==> config.mk <==
export PLATFORM = sky130hd
export DESIGN_NAME = ufx_flags
export DESIGN_NICKNAME = d
export VERILOG_FILES = /design/src/rtl/ufx_pkg.sv /design/src/rtl/ufx_lead_one.sv /design/src/rtl/ufx_tail_test.sv /design/src/rtl/ufx_flags.sv
export SDC_FILE = /design/constraint.sdc
export NUM_CORES = 1
export LEC_CHECK = 0
export ABC_CLOCK_PERIOD_IN_PS = 1600
export CAP_MARGIN = 20
export CORE_ASPECT_RATIO = 2
export CORE_MARGIN = 4
export CORE_UTILIZATION = 50
export DETAILED_ROUTE_END_ITERATION = 7
export DONT_BUFFER_PORTS = 1
export PLACE_DENSITY = 0.77
export SYNTH_ARGS = -nofsm -noshare
export SYNTH_HDL_FRONTEND = slang
export SYNTH_SLANG_ARGS = --single-unit
==> constraint.sdc <==
create_clock -name clk -period 1.6 [get_ports clk]
set_input_delay 0.16 -clock clk [delete_from_list [all_inputs] [get_ports clk]]
set_output_delay 0.16 -clock clk [all_outputs]
set_load 0.005 [all_outputs]
==> src/rtl/ufx_pkg.sv <==
package ufx_pkg;
    localparam int OPND_W  = 32;  // operand width
    localparam int SIG_W   = 24;  // significand bits incl. hidden one
    localparam int RES_W   = 32;  // flag word width
    localparam int DST_W   = 7;   // destination tag width
    localparam int INX_BIT = 1;   // inexact position in the flag word

    typedef enum logic [1:0] {
        RND_NEAREST = 2'd0,
        RND_ZERO    = 2'd1,
        RND_UP      = 2'd2,
        RND_DOWN    = 2'd3
    } rnd_mode_e;
endpackage

==> src/rtl/ufx_lead_one.sv <==
module ufx_lead_one #(
    parameter int W     = 32,
    parameter int POS_W = $clog2(W)
) (
    input  logic [W-1:0]     vec,
    output logic [POS_W-1:0] pos,
    output logic             any
);
    always_comb begin
        pos = '0;
        any = 1'b0;
        for (int i = 0; i < W; i++) begin
            if (vec[i]) begin
                pos = POS_W'(i);
                any = 1'b1;
            end
        end
    end
endmodule

==> src/rtl/ufx_tail_test.sv <==
module ufx_tail_test #(
    parameter int W     = 32,
    parameter int SIG_W = 24,
    parameter int POS_W = $clog2(W)
) (
    input  logic [W-1:0]     vec,
    input  logic [POS_W-1:0] pos,
    input  logic             any,
    output logic             lost
);
    logic [W-1:0] drop_mask;

    // bit i is discarded when the leading one sits SIG_W or more above it
    for (genvar i = 0; i < W; i++) begin : g_mask
        assign drop_mask[i] = (int'(pos) >= i + SIG_W);
    end

    assign lost = any & (|(vec & drop_mask));
endmodule

==> src/rtl/ufx_flags.sv <==
module ufx_flags #(
    parameter int OPND_W  = ufx_pkg::OPND_W,
    parameter int SIG_W   = ufx_pkg::SIG_W,
    parameter int RES_W   = ufx_pkg::RES_W,
    parameter int DST_W   = ufx_pkg::DST_W,
    parameter int INX_BIT = ufx_pkg::INX_BIT
) (
    input  logic              clk,
    input  logic              rst_n,
    input  logic              iss_vld,
    input  logic [OPND_W-1:0] iss_opnd,
    input  logic [OPND_W-1:0] iss_guard,
    input  logic [1:0]        iss_rmode,
    input  logic [DST_W-1:0]  iss_dst,
    output logic              wb_en,
    output logic [DST_W-1:0]  wb_dst,
    output logic [RES_W-1:0]  wb_flags
);
    localparam int POS_W = $clog2(OPND_W);

    // stage 1: issue capture
    logic              s1_vld, s1_wen;
    logic [DST_W-1:0]  s1_dst;
    logic [OPND_W-1:0] s1_opnd;
    ufx_pkg::rnd_mode_e s1_rmode;

    // stage 2: leading-one result
    logic              s2_vld, s2_wen, s2_any;
    logic [DST_W-1:0]  s2_dst;
    logic [OPND_W-1:0] s2_opnd;
    logic [POS_W-1:0]  s2_pos;
    ufx_pkg::rnd_mode_e s2_rmode;

    logic [POS_W-1:0]  lead_pos;
    logic              lead_any;
    logic              s2_lost;
    logic [RES_W-1:0]  flags_nxt;

    // rounding mode cannot change exactness of an integer conversion
    logic unused_sink;
    assign unused_sink = ^{iss_guard[OPND_W-1:1], s2_rmode};

    always_ff @(posedge clk or negedge rst_n) begin
        if (!rst_n) begin
            s1_vld   <= 1'b0;
            s1_wen   <= 1'b0;
            s1_dst   <= '0;
            s1_opnd  <= '0;
            s1_rmode <= ufx_pkg::RND_NEAREST;
        end else begin
            s1_vld   <= iss_vld;
            s1_wen   <= iss_vld & iss_guard[0];
            s1_dst   <= iss_dst;
            s1_opnd  <= iss_opnd;
            s1_rmode <= ufx_pkg::rnd_mode_e'(iss_rmode);
        end
    end

    ufx_lead_one #(.W(OPND_W), .POS_W(POS_W)) u_lead (
        .vec (s1_opnd),
        .pos (lead_pos),
        .any (lead_any)
    );

    always_ff @(posedge clk or negedge rst_n) begin
        if (!rst_n) begin
            s2_vld   <= 1'b0;
            s2_wen   <= 1'b0;
            s2_any   <= 1'b0;
            s2_dst   <= '0;
            s2_opnd  <= '0;
            s2_pos   <= '0;
            s2_rmode <= ufx_pkg::RND_NEAREST;
        end else begin
            s2_vld   <= s1_vld;
            s2_wen   <= s1_wen;
            s2_any   <= lead_any;
            s2_dst   <= s1_dst;
            s2_opnd  <= s1_opnd;
            s2_pos   <= lead_pos;
            s2_rmode <= s1_rmode;
        end
    end

    ufx_tail_test #(.W(OPND_W), .SIG_W(SIG_W), .POS_W(POS_W)) u_tail (
        .vec  (s2_opnd),
        .pos  (s2_pos),
        .any  (s2_any),
        .lost (s2_lost)
    );

    always_comb begin
        flags_nxt          = '0;
        flags_nxt[INX_BIT] = s2_vld & s2_lost;
    end

    // stage 3: writeback
    always_ff @(posedge clk or negedge rst_n) begin
        if (!rst_n) begin
            wb_en    <= 1'b0;
            wb_dst   <= '0;
            wb_flags <= '0;
        end else begin
            wb_en    <= s2_wen;
            wb_dst   <= s2_dst;
            wb_flags <= flags_nxt;
        end
    end
endmodule

==> flow_summary.yaml, run 1 <==
pwr:
  net-switching-power_mw: 0.809
  totalPowerFinal_mw: 3.43
  power.ir.vdd_worst_mv: 1.43
  power-per-cell-area_nw_per_um2: 1080
  power.clock.fraction_pct: 36.1
  switching_share_pct: 23.6
  p_seq_share_pct: 58.3
  combPwrFrac_pct: 5.5
  leakagePower_nw: 1.41
  intPower_mw: 2.62
sta:
  layout_setup_ws_ps: -50.9
  fin_worst_skew_ps: 7.36
  setup_viol: 2
  finalSetupTns_ps: -81.3
  hold_worst_slack_ps: -494
  grt_setup_unrepaired: "yes"
  timing_hold_violations_final: 73
  period_needed_ps: 1650
  slew_violations: 0
  max_freq_mhz: 606
  layout_worst_path_cycle_share_pct: 103
route:
  dr.first_iter.drc_count: 36
  route.antenna.remaining_nets: 0
  avgRoutedWirePerCell_um: 17.0
  detail_route.first_pass.iterations: 4
  remaining_drc_errors: 0
  route.detailed.vias_per_inst: 4.93
  vias: 1510
  route.final.wire_length_mm: 5.19
floorplanning:
  area_of_the_die_um2: 6230
  row_count: 36
  initial_utilization_pct: 51.1
  io_pins: 116
  fp.coreArea_um2: 4860
  die_height_um: 108
  die_width_um: 57.9
worst_setup_path:
  critical_path_required_ps: 1860
  critical_path_start_end_classification: "reg2reg"
  critPathMaxFanout: 3
  r2r_cells: 5
  worst-r2r-setup-slack_ps: -50
  endpoint_kind: "register"
  cp-start-kind: "register"
  worstReg2RegEnd: "s2_pos[0]"
  crit-reg2reg-launch: "s1_opnd[12]"
  critical_path_arrival_ps: 1920
final_layout:
  design.final.nets: 320
  layout.core_utilization_pct: 65.0
  finish.instance_area_um2: 3160
  final_layout_size_suffix_gt1_share_pct: 15.3
  antenna-diode-count: 0
  layout-area-overhead-vs-synth_pct: 27.2
  final_cell_count_no_fill: 306
clock_tree:
  htree_levels: 3
  worstSkewPairLatency_ps: 340
  cts_num_sinks: 73
  path_clk_slew_ps: 80
  cts_made_buffers: 9
  tritoncts: "yes"
  cts-hold-fix-buffers: 41
  clock_path_buffers: 2
  ctsRootBufferMaster: "clkbuf_8"
placement:
  dpl_cell_area_um2: 2520
  place.detailed.instances: 246
  gpl.final_weighted_congestion: 0.814
  place_hpwl_mm: 2.86
  portBuffers: 0
  preCtsSetupSlack_ps: -88.9
synth:
  syn-cell-area_um2: 2480
  synth.top_cells.by_area: "dfrtp_1 74%, buf_4 9.4%, nor2_1 2.4%"
  synth.lib_cells_used.distinct: 31
  syn_area_per_cell_um2: 13.9
  synth_top_area_share_pct: 73.5
  ys.warnings.count: 0
  post-synth-top-area-cell: "dfrtp_1"
  synthCells: 179
  synth.yosys.seq_area_share_pct: 73.5
  synth_seq_cells: 73
status:
  status: "finished, violations left"
  violations_in_the_final_reports: "negative hold slack, negative setup slack"
global_routing:
  initial_antenna_violation_count: 0
  grt-ovfl-total: 0
  grt_util_all_layers_pct: 18.5
  grt_max_degree: 74
  first_pass_grt_wire_length_mm: 8.08
  grt_pass1_vias: 1629
worst_hold_path:
  worstHoldPathType: "in2async"
flow_run:
  drv_cap: 0
## worst max-delay path, stage by stage (launching register included)
cell,delay [ps]
dfrtp_1,410
or3_4,390
a221o_1,290
a21oi_2,200
o221ai_2,120
a21oi_1,160
## worst max-delay path by stage
stage | from | to | slack (ps) | depth (start not counted)
after global placement | s1_opnd[12] | s2_pos[0] | -30 | 5
after CTS | s1_opnd[15] | s2_any | -10 | 2
after global routing | s1_opnd[12] | s2_pos[0] | -160 | 5
after floorplan | s1_opnd[24] | s2_any | 30 | 4
final | s1_opnd[12] | s2_pos[0] | -50 | 5
after detailed placement | s1_opnd[12] | s2_pos[0] | -90 | 5
## final cells by class
class	count	area, µm²
Multi-Input combinational cell	98	542
Fill cell	307	1700
Sequential cell	73	1830
Inverter	7	26.3
Tap cell	57	71.3
Clock buffer	9	124
Timing Repair Buffer	55	515
Clock inverter	7	55.1
## power by group through the flow
| stage | sequential, mW | combinational [mW] | clock (mW) |
|---|---|---|---|
| 2_1_floorplan | 2.01 | 0.114 | 0 |
| 3_3_place_gp | 2.02 | 0.0867 | 0 |
| 3_5_place_dp | 2.03 | 0.0893 | 0 |
| 4_1_cts | 1.99 | 0.174 | 1.25 |
| 5_1_grt | 2.01 | 0.208 | 1.36 |
| 6_report | 2.00 | 0.190 | 1.24 |
## flip-flops by register name, indices dropped and copies added, names as in the netlist, 5 cells and up
signal / cells
s2_opnd: 8
s2_dst: 7
wb_dst: 7
s2_pos: 5
s1_dst: 7
s1_opnd: 32
## layer usage
metal	track usage, %	wire, µm	vias to the layer above
met2	33.6	3020	69
met4	12.3	231	0
met3	4.32	330	19
met5	0	0	-
met1	17.7	1600	743
li1	-	-	679
## cell usage in the layout (no fill, tap or decap), drive strengths merged
cell / Yosys / routed
inv: 7 / 8
nand3: 2 / 2
clkinvlp: 0 / 2
and2: 1 / 1
clkbuf: 0 / 9
nor4: 7 / 7
a21boi: 2 / 2
or3: 1 / 1
o211ai: 1 / 1
and3: 1 / 1
o221ai: 1 / 1
dlygate4sd3: 0 / 41
a21oi: 9 / 9
conb: 1 / 31
o21bai: 1 / 1
nor3: 5 / 5
o22ai: 1 / 1
a221o: 2 / 2
nand2b: 1 / 1
dfrtp: 73 / 73
nand4: 1 / 1
nand2: 3 / 3
or4: 3 / 3
buf: 31 / 14
nor2: 16 / 16
clkinv: 0 / 4
a31o: 1 / 1
o21ai: 5 / 5
o31ai: 1 / 1
o311ai: 1 / 1
a211oi: 1 / 1
## kinds of logic (layout without fill, tap and decap cells)
| kind of cell | count (synthesis) | after routing | synth area share (%) |
|---|---|---|---|
| AOI/OAI and AO/OA | 26 | 26 | 6.75 |
| buffers and inverters | 38 | 78 | 10.4 |
| and+or+nand+nor | 41 | 41 | 9.16 |
| other | 1 | 31 | 0.151 |
| DFF | 73 | 73 | 73.5 |
## cell usage after synthesis (all sizes together)
cell type / n
a31o: 1
and2: 1
o21ai: 5
a211oi: 1
buf: 31
a21boi: 2
nor2: 16
inv: 7
nand2: 3
a221o: 2
and3: 1
nand2b: 1
o311ai: 1
nor4: 7
or3: 1
o21bai: 1
nor3: 5
a21oi: 9
conb: 1
o221ai: 1
nand4: 1
dfrtp: 73
nand3: 2
o22ai: 1
o31ai: 1
or4: 3
o211ai: 1
## repair_timing
item / CTS / global route
gates resized for setup: 1 / 4
buffers inserted: 3 / 0
pin swaps: 5 / 2
endpoints found under the setup margin: 2 / 3
hold endpoints to repair: 114 / 73
Note: power is estimated with default switching activity, not from simulation.
==> run 2, diff against run 1 <==
- SETUP_SLACK_MARGIN: default -> 0.5
==> run 2 against run 1 <==
  * The run still ends with negative hold slack, negative setup slack left
  * Clock power up 9%
  * Critical path depth down 3
  * Setup slack better by 46 ps
  * Final area down 0.20%
  * Clock skew down 2.4 ps
  * Global-route usage down 1.1 points
  * Critical endpoint is now s2_any
==> flow_summary.yaml, run 2 (synthesis results as in run 1) <==
sta:
  slew_violations: 0
  grt_setup_unrepaired: "yes"
  setup_viol: 1
  hold_worst_slack_ps: -484
  fin_worst_skew_ps: 4.94
  period_needed_ps: 1600
  layout_worst_path_cycle_share_pct: 100
  layout_setup_ws_ps: -4.82
  max_freq_mhz: 623
  timing_hold_violations_final: 73
final_layout:
  final_cell_mix: "73 x dfrtp_1, 41 x dlygate4sd3_1, 31 x conb_1"
  design.final.nets: 316
  largest_register: "s1_opnd"
  antenna-diode-count: 0
  final_layout_size_suffix_gt1_share_pct: 15.1
  finish.instance_area_um2: 3150
  largest_register_ffs: 32
  largestRegisters: "s1_opnd (32), s2_opnd (8)"
  fillers: 320
  mostFrequentLayoutCell: "dfrtp_1"
  layout-area-overhead-vs-synth_pct: 26.9
worst_setup_path:
  critical_path_start_end_classification: "reg2reg"
  endpoint_kind: "register"
  cp-start-kind: "register"
  timing.critical_path.cells: "or4_4 > or4_4"
  crit_path_top_delay_cell: "or4_4"
  critical_path_arrival_ps: 1810
  cp.buffers_inverters: 0
  timing.critical_path.max_delay_family: "simple AND/OR/NAND/NOR gates"
  crit_top_cell: "or4_4"
  critPathMaxFanout: 3
  critical_path_required_ps: 1800
  cp_slowest_stage_delay_ps: 560
global_routing:
  grt_util_all_layers_pct: 17.4
  grt_pass1_vias: 1568
  grt_max_degree: 74
  grt-ovfl-total: 0
  initial_antenna_violation_count: 0
  first_pass_grt_wire_length_mm: 7.59
route:
  route.final.wire_length_mm: 4.98
  remaining_drc_errors: 0
  avgRoutedWirePerCell_um: 16.5
  dr.first_iter.drc_count: 28
  route.detailed.vias_per_inst: 4.96
  detail_route.first_pass.iterations: 4
  vias: 1497
  route.antenna.remaining_nets: 0
status:
  violations_in_the_final_reports: "negative hold slack, negative setup slack"
  status: "finished, violations left"
pwr:
  power.ir.vdd_worst_mv: 1.69
  totalPowerFinal_mw: 3.53
  leakagePower_nw: 1.40
  power-per-cell-area_nw_per_um2: 1120
floorplanning:
  row_count: 36
  initial_utilization_pct: 51.1
  die_width_um: 57.9
  fp.coreArea_um2: 4860
  die_height_um: 108
  io_pins: 116
  area_of_the_die_um2: 6230
clock_tree:
  tritoncts: "yes"
  htree_levels: 3
  path_clk_slew_ps: 70
  cts-hold-fix-buffers: 41
  ctsRootBufferMaster: "clkbuf_8"
  clock_path_buffers: 2
  cts_made_buffers: 9
  worstSkewPairLatency_ps: 330
  cts_num_sinks: 73
worst_hold_path:
  worstHoldPathType: "in2async"
placement:
  dpl_cell_area_um2: 2480
  portBuffers: 0
  place_hpwl_mm: 2.70
  gpl.final_weighted_congestion: 0.836
flow_run:
  drv_cap: 0
## run 2: cell count changes in the layout (fill, tap and decap cells not counted), sizes merged
cell    change
clkbuf      +2
buf         -4
inv         -1
clkinv      -2
bufinv      +1
## run 2: final cells by class
cell class                      instances  area, µm²  share of cell area (%)
Clock inverter                          5       55.1                    1.75
Timing Repair Buffer                   51        485                    15.4
Inverter                                7       26.3                   0.833
Sequential cell                        73       1830                    57.9
Multi-Input combinational cell         98        548                    17.4
Clock buffer                           11        141                    4.48
Tap cell                               57       71.3                    2.26
## run 2: path summary, 6_finish.rpt
kind	from	to	slack (ps)	cells past startpoint
max	s1_opnd[12]	s2_any	-5	2
min	rst_n	wb_dst[0]	-480	0
max reg2reg	s1_opnd[12]	s2_any	-5	2
min reg2reg	s1_dst[4]	s2_dst[4]	340	0
max in group asynchronous	rst_n	s1_opnd[31]	1980	0
min in group clk	s1_dst[4]	s2_dst[4]	340	0
## run 2: through the flow
step                      worst slack [ps]  instances  setup TNS (ps)  utilization [%]
after floorplan                       63.7        209               0                -
after global placement                1.15        240               0             50.9
after detailed placement             -3.69        240           -3.69             50.9
after CTS                             2.77        299               0             64.0
after global routing                 -42.7        302           -42.7             64.8
final                                -4.82        302           -4.82             64.8
## run 2: routing by layer
layer	track usage, %	vias up	share of wire, %
met5	0	-	0
met4	10.3	0	2.8
li1	-	673	-
met1	18.3	740	33
met2	29.8	74	57
met3	5.16	10	7.0
## run 2: repair_timing
action	CTS	global route
endpoints found under the setup margin	7	7
hold endpoints to repair	114	73
pin swaps	6	6
setup buffers	2	3
gates resized for setup	4	7
## run 2: power by group
part	leakage (nW)	internal, mW	switching (mW)
clock	0.0953	0.756	0.592
combinational	0.464	0.108	0.0781
sequential	0.841	1.94	0.0621
total	1.40	2.80	0.733
==> run 3, diff against run 2 <==
- CAP_MARGIN: 20 -> 30
- CORE_UTILIZATION: 50 -> 55
- PLACE_DENSITY: 0.77 -> 0.82
- SYNTH_HIERARCHICAL: default -> 1
==> run 3 against run 2 <==
  * The run still ends with negative hold slack, negative setup slack left
  * Clock power grew 18%
  * Register-to-register slack lost 60 ps
  * Sequential power barely moved
  * Synthesized cell count rose by 2.2%
  * Hold slack got worse by 19 ps
  * Utilization up 10 points
  * Sequential share of layout area is 2.3 points lower
  * Critical endpoint unchanged
  * Clock-buffer cell count is 1 lower
  * Largest cell class unchanged
  * Global-route usage is 4.9 points higher
  * Setup slack got worse by 62 ps
  * First-iteration DRC count grew to 4.7 times the previous value
  * Power is 7.8% higher
==> flow_summary.yaml, run 3 <==
final_layout:
  largest_register: "s1_opnd"
  mostFrequentLayoutCell: "dfrtp_1"
  antenna-diode-count: 0
  final_cell_mix: "70 x dfrtp_1, 41 x dlygate4sd3_1, 31 x conb_1"
  design.final.nets: 324
  fillers: 225
  largestRegisters: "s1_opnd (32), s2_opnd (8)"
  finish.instance_area_um2: 3290
  ff_latch_area_um2: 1830
  final_cell_count_no_fill: 307
  area_of_the_multi_input_gates_um2: 624
  largest_register_ffs: 32
  final_layout_size_suffix_gt1_share_pct: 18.6
  layout-area-overhead-vs-synth_pct: 30.9
floorplanning:
  die_width_um: 55.8
  area_of_the_die_um2: 5780
  io_pins: 116
  die_height_um: 104
  initial_utilization_pct: 57.3
  fp.coreArea_um2: 4380
  row_count: 34
route:
  route.antenna.remaining_nets: 0
  avgRoutedWirePerCell_um: 20.3
  remaining_drc_errors: 0
  route.detailed.vias_per_inst: 5.53
  route.final.wire_length_mm: 6.22
  detail_route.first_pass.iterations: 5
  dr.first_iter.drc_count: 131
  vias: 1699
status:
  violations_in_the_final_reports: "negative hold slack, negative setup slack"
  status: "finished, violations left"
pwr:
  totalPowerFinal_mw: 3.81
  leakagePower_nw: 1.45
  power.ir.vdd_worst_mv: 1.07
  power-per-cell-area_nw_per_um2: 1160
placement:
  place_hpwl_mm: 2.94
  dpl_cell_area_um2: 2490
  place.detailed.instances: 239
  portBuffers: 0
  gpl.final_weighted_congestion: 0.767
  preCtsSetupSlack_ps: 1.92
sta:
  layout_worst_path_cycle_share_pct: 104
  timing_hold_violations_final: 73
  hold_worst_slack_ps: -503
  fin_worst_skew_ps: 10.7
  setup_viol: 2
  grt_setup_unrepaired: "yes"
  slew_violations: 0
  period_needed_ps: 1670
  finalSetupTns_ps: -80.8
  max_freq_mhz: 600
  layout_setup_ws_ps: -66.9
clock_tree:
  tritoncts: "yes"
  clock_path_buffers: 2
  worstSkewPairLatency_ps: 340
  ctsRootBufferMaster: "clkbuf_8"
  cts_made_buffers: 9
  cts-hold-fix-buffers: 41
  htree_levels: 3
  cts_num_sinks: 73
  path_clk_slew_ps: 80
global_routing:
  grt_max_degree: 74
  globalRouteMet2Util_pct: 38.1
  grt_util_all_layers_pct: 22.3
  grt-ovfl-total: 0
  initial_antenna_violation_count: 0
  gr-usage-met1_pct: 25.2
  grt_pass1_vias: 1776
  first_pass_grt_wire_length_mm: 9.52
  grt-busiest-layer: "met2"
  groute.layer.met3.usage_pct: 4.86
flow_run:
  drv_cap: 0
synth:
  ys.warnings.count: 6
  syn_area_per_cell_um2: 13.7
  syn-cell-area_um2: 2510
  synthCells: 183
worst_setup_path:
  endpoint_kind: "register"
  worst-r2r-setup-slack_ps: -70
  critPathMaxFanout: 4
  worstReg2RegEnd: "s2_any"
  critical_path_required_ps: 1810
  r2r_cells: 3
  crit-reg2reg-launch: "s1_opnd[7]"
  critical_path_start_end_classification: "reg2reg"
  critical_path_arrival_ps: 1870
  cp-start-kind: "register"
worst_hold_path:
  worstHoldPathType: "in2async"
==> run 3: final cells by class <==
class / instances / share of cell area [%]
timing repair buffer: 55 / 15.9
inverter: 7 / 0.799
multi-input combinational: 102 / 19.0
clock inverter: 6 / 2.74
sequential: 73 / 55.6
tap: 54 / 2.05
clock buffer: 10 / 3.88
==> run 3: through the flow <==
step / hold WS [ps] / util, %
global route: -527 / 75.1
detailed placement: -135 / 56.7
CTS: -515 / 72.8
global placement: -134 / 56.7
finish: -503 / 75.1
floorplan: -136 / -
==> run 3: worst max-delay path by stage <==
| stage | startpoint | endpoint | slack [ps] | depth (start not counted) |
|---|---|---|---|---|
| after global placement | s1_opnd[12] | s2_any | 40 | 2 |
| after global routing | s1_opnd[7] | s2_any | -150 | 3 |
| after floorplan | s1_opnd[12] | s2_any | 70 | 2 |
| after CTS | s1_opnd[15] | s2_any | 20 | 2 |
| final | s1_opnd[7] | s2_any | -70 | 3 |
| after detailed placement | s1_opnd[12] | s2_any | 2 | 2 |
==> run 3: power by group <==
group	internal (mW)	leakage, nW	switching (mW)
Combinational	0.119	0.507	0.0863
Clock	0.887	0.107	0.701
Sequential	1.93	0.838	0.0785
Total	2.94	1.45	0.866
==> run 3: timing repair <==
item / 4_1_cts / 5_1_grt
cloned: 0 / 0
endpoints found under the hold margin: 114 / 73
setup buffers: 8 / 3
pin swaps: 5 / 7
setup endpoints to repair: 7 / 7
resized for setup: 3 / 16
==> run 3: worst max-delay path, stage by stage (launching register included) <==
cell and delay [ps]:
dfrtp_1 450, nor4_2 420, nand3_1 160, or4_4 500
==> run 3: per-layer routing <==
| metal | vias up | routed length (µm) |
|---|---|---|
| li1 | 688 | - |
| met5 | - | 0 |
| met4 | 0 | 292 |
| met1 | 838 | 2040 |
| met2 | 143 | 3320 |
| met3 | 30 | 564 |
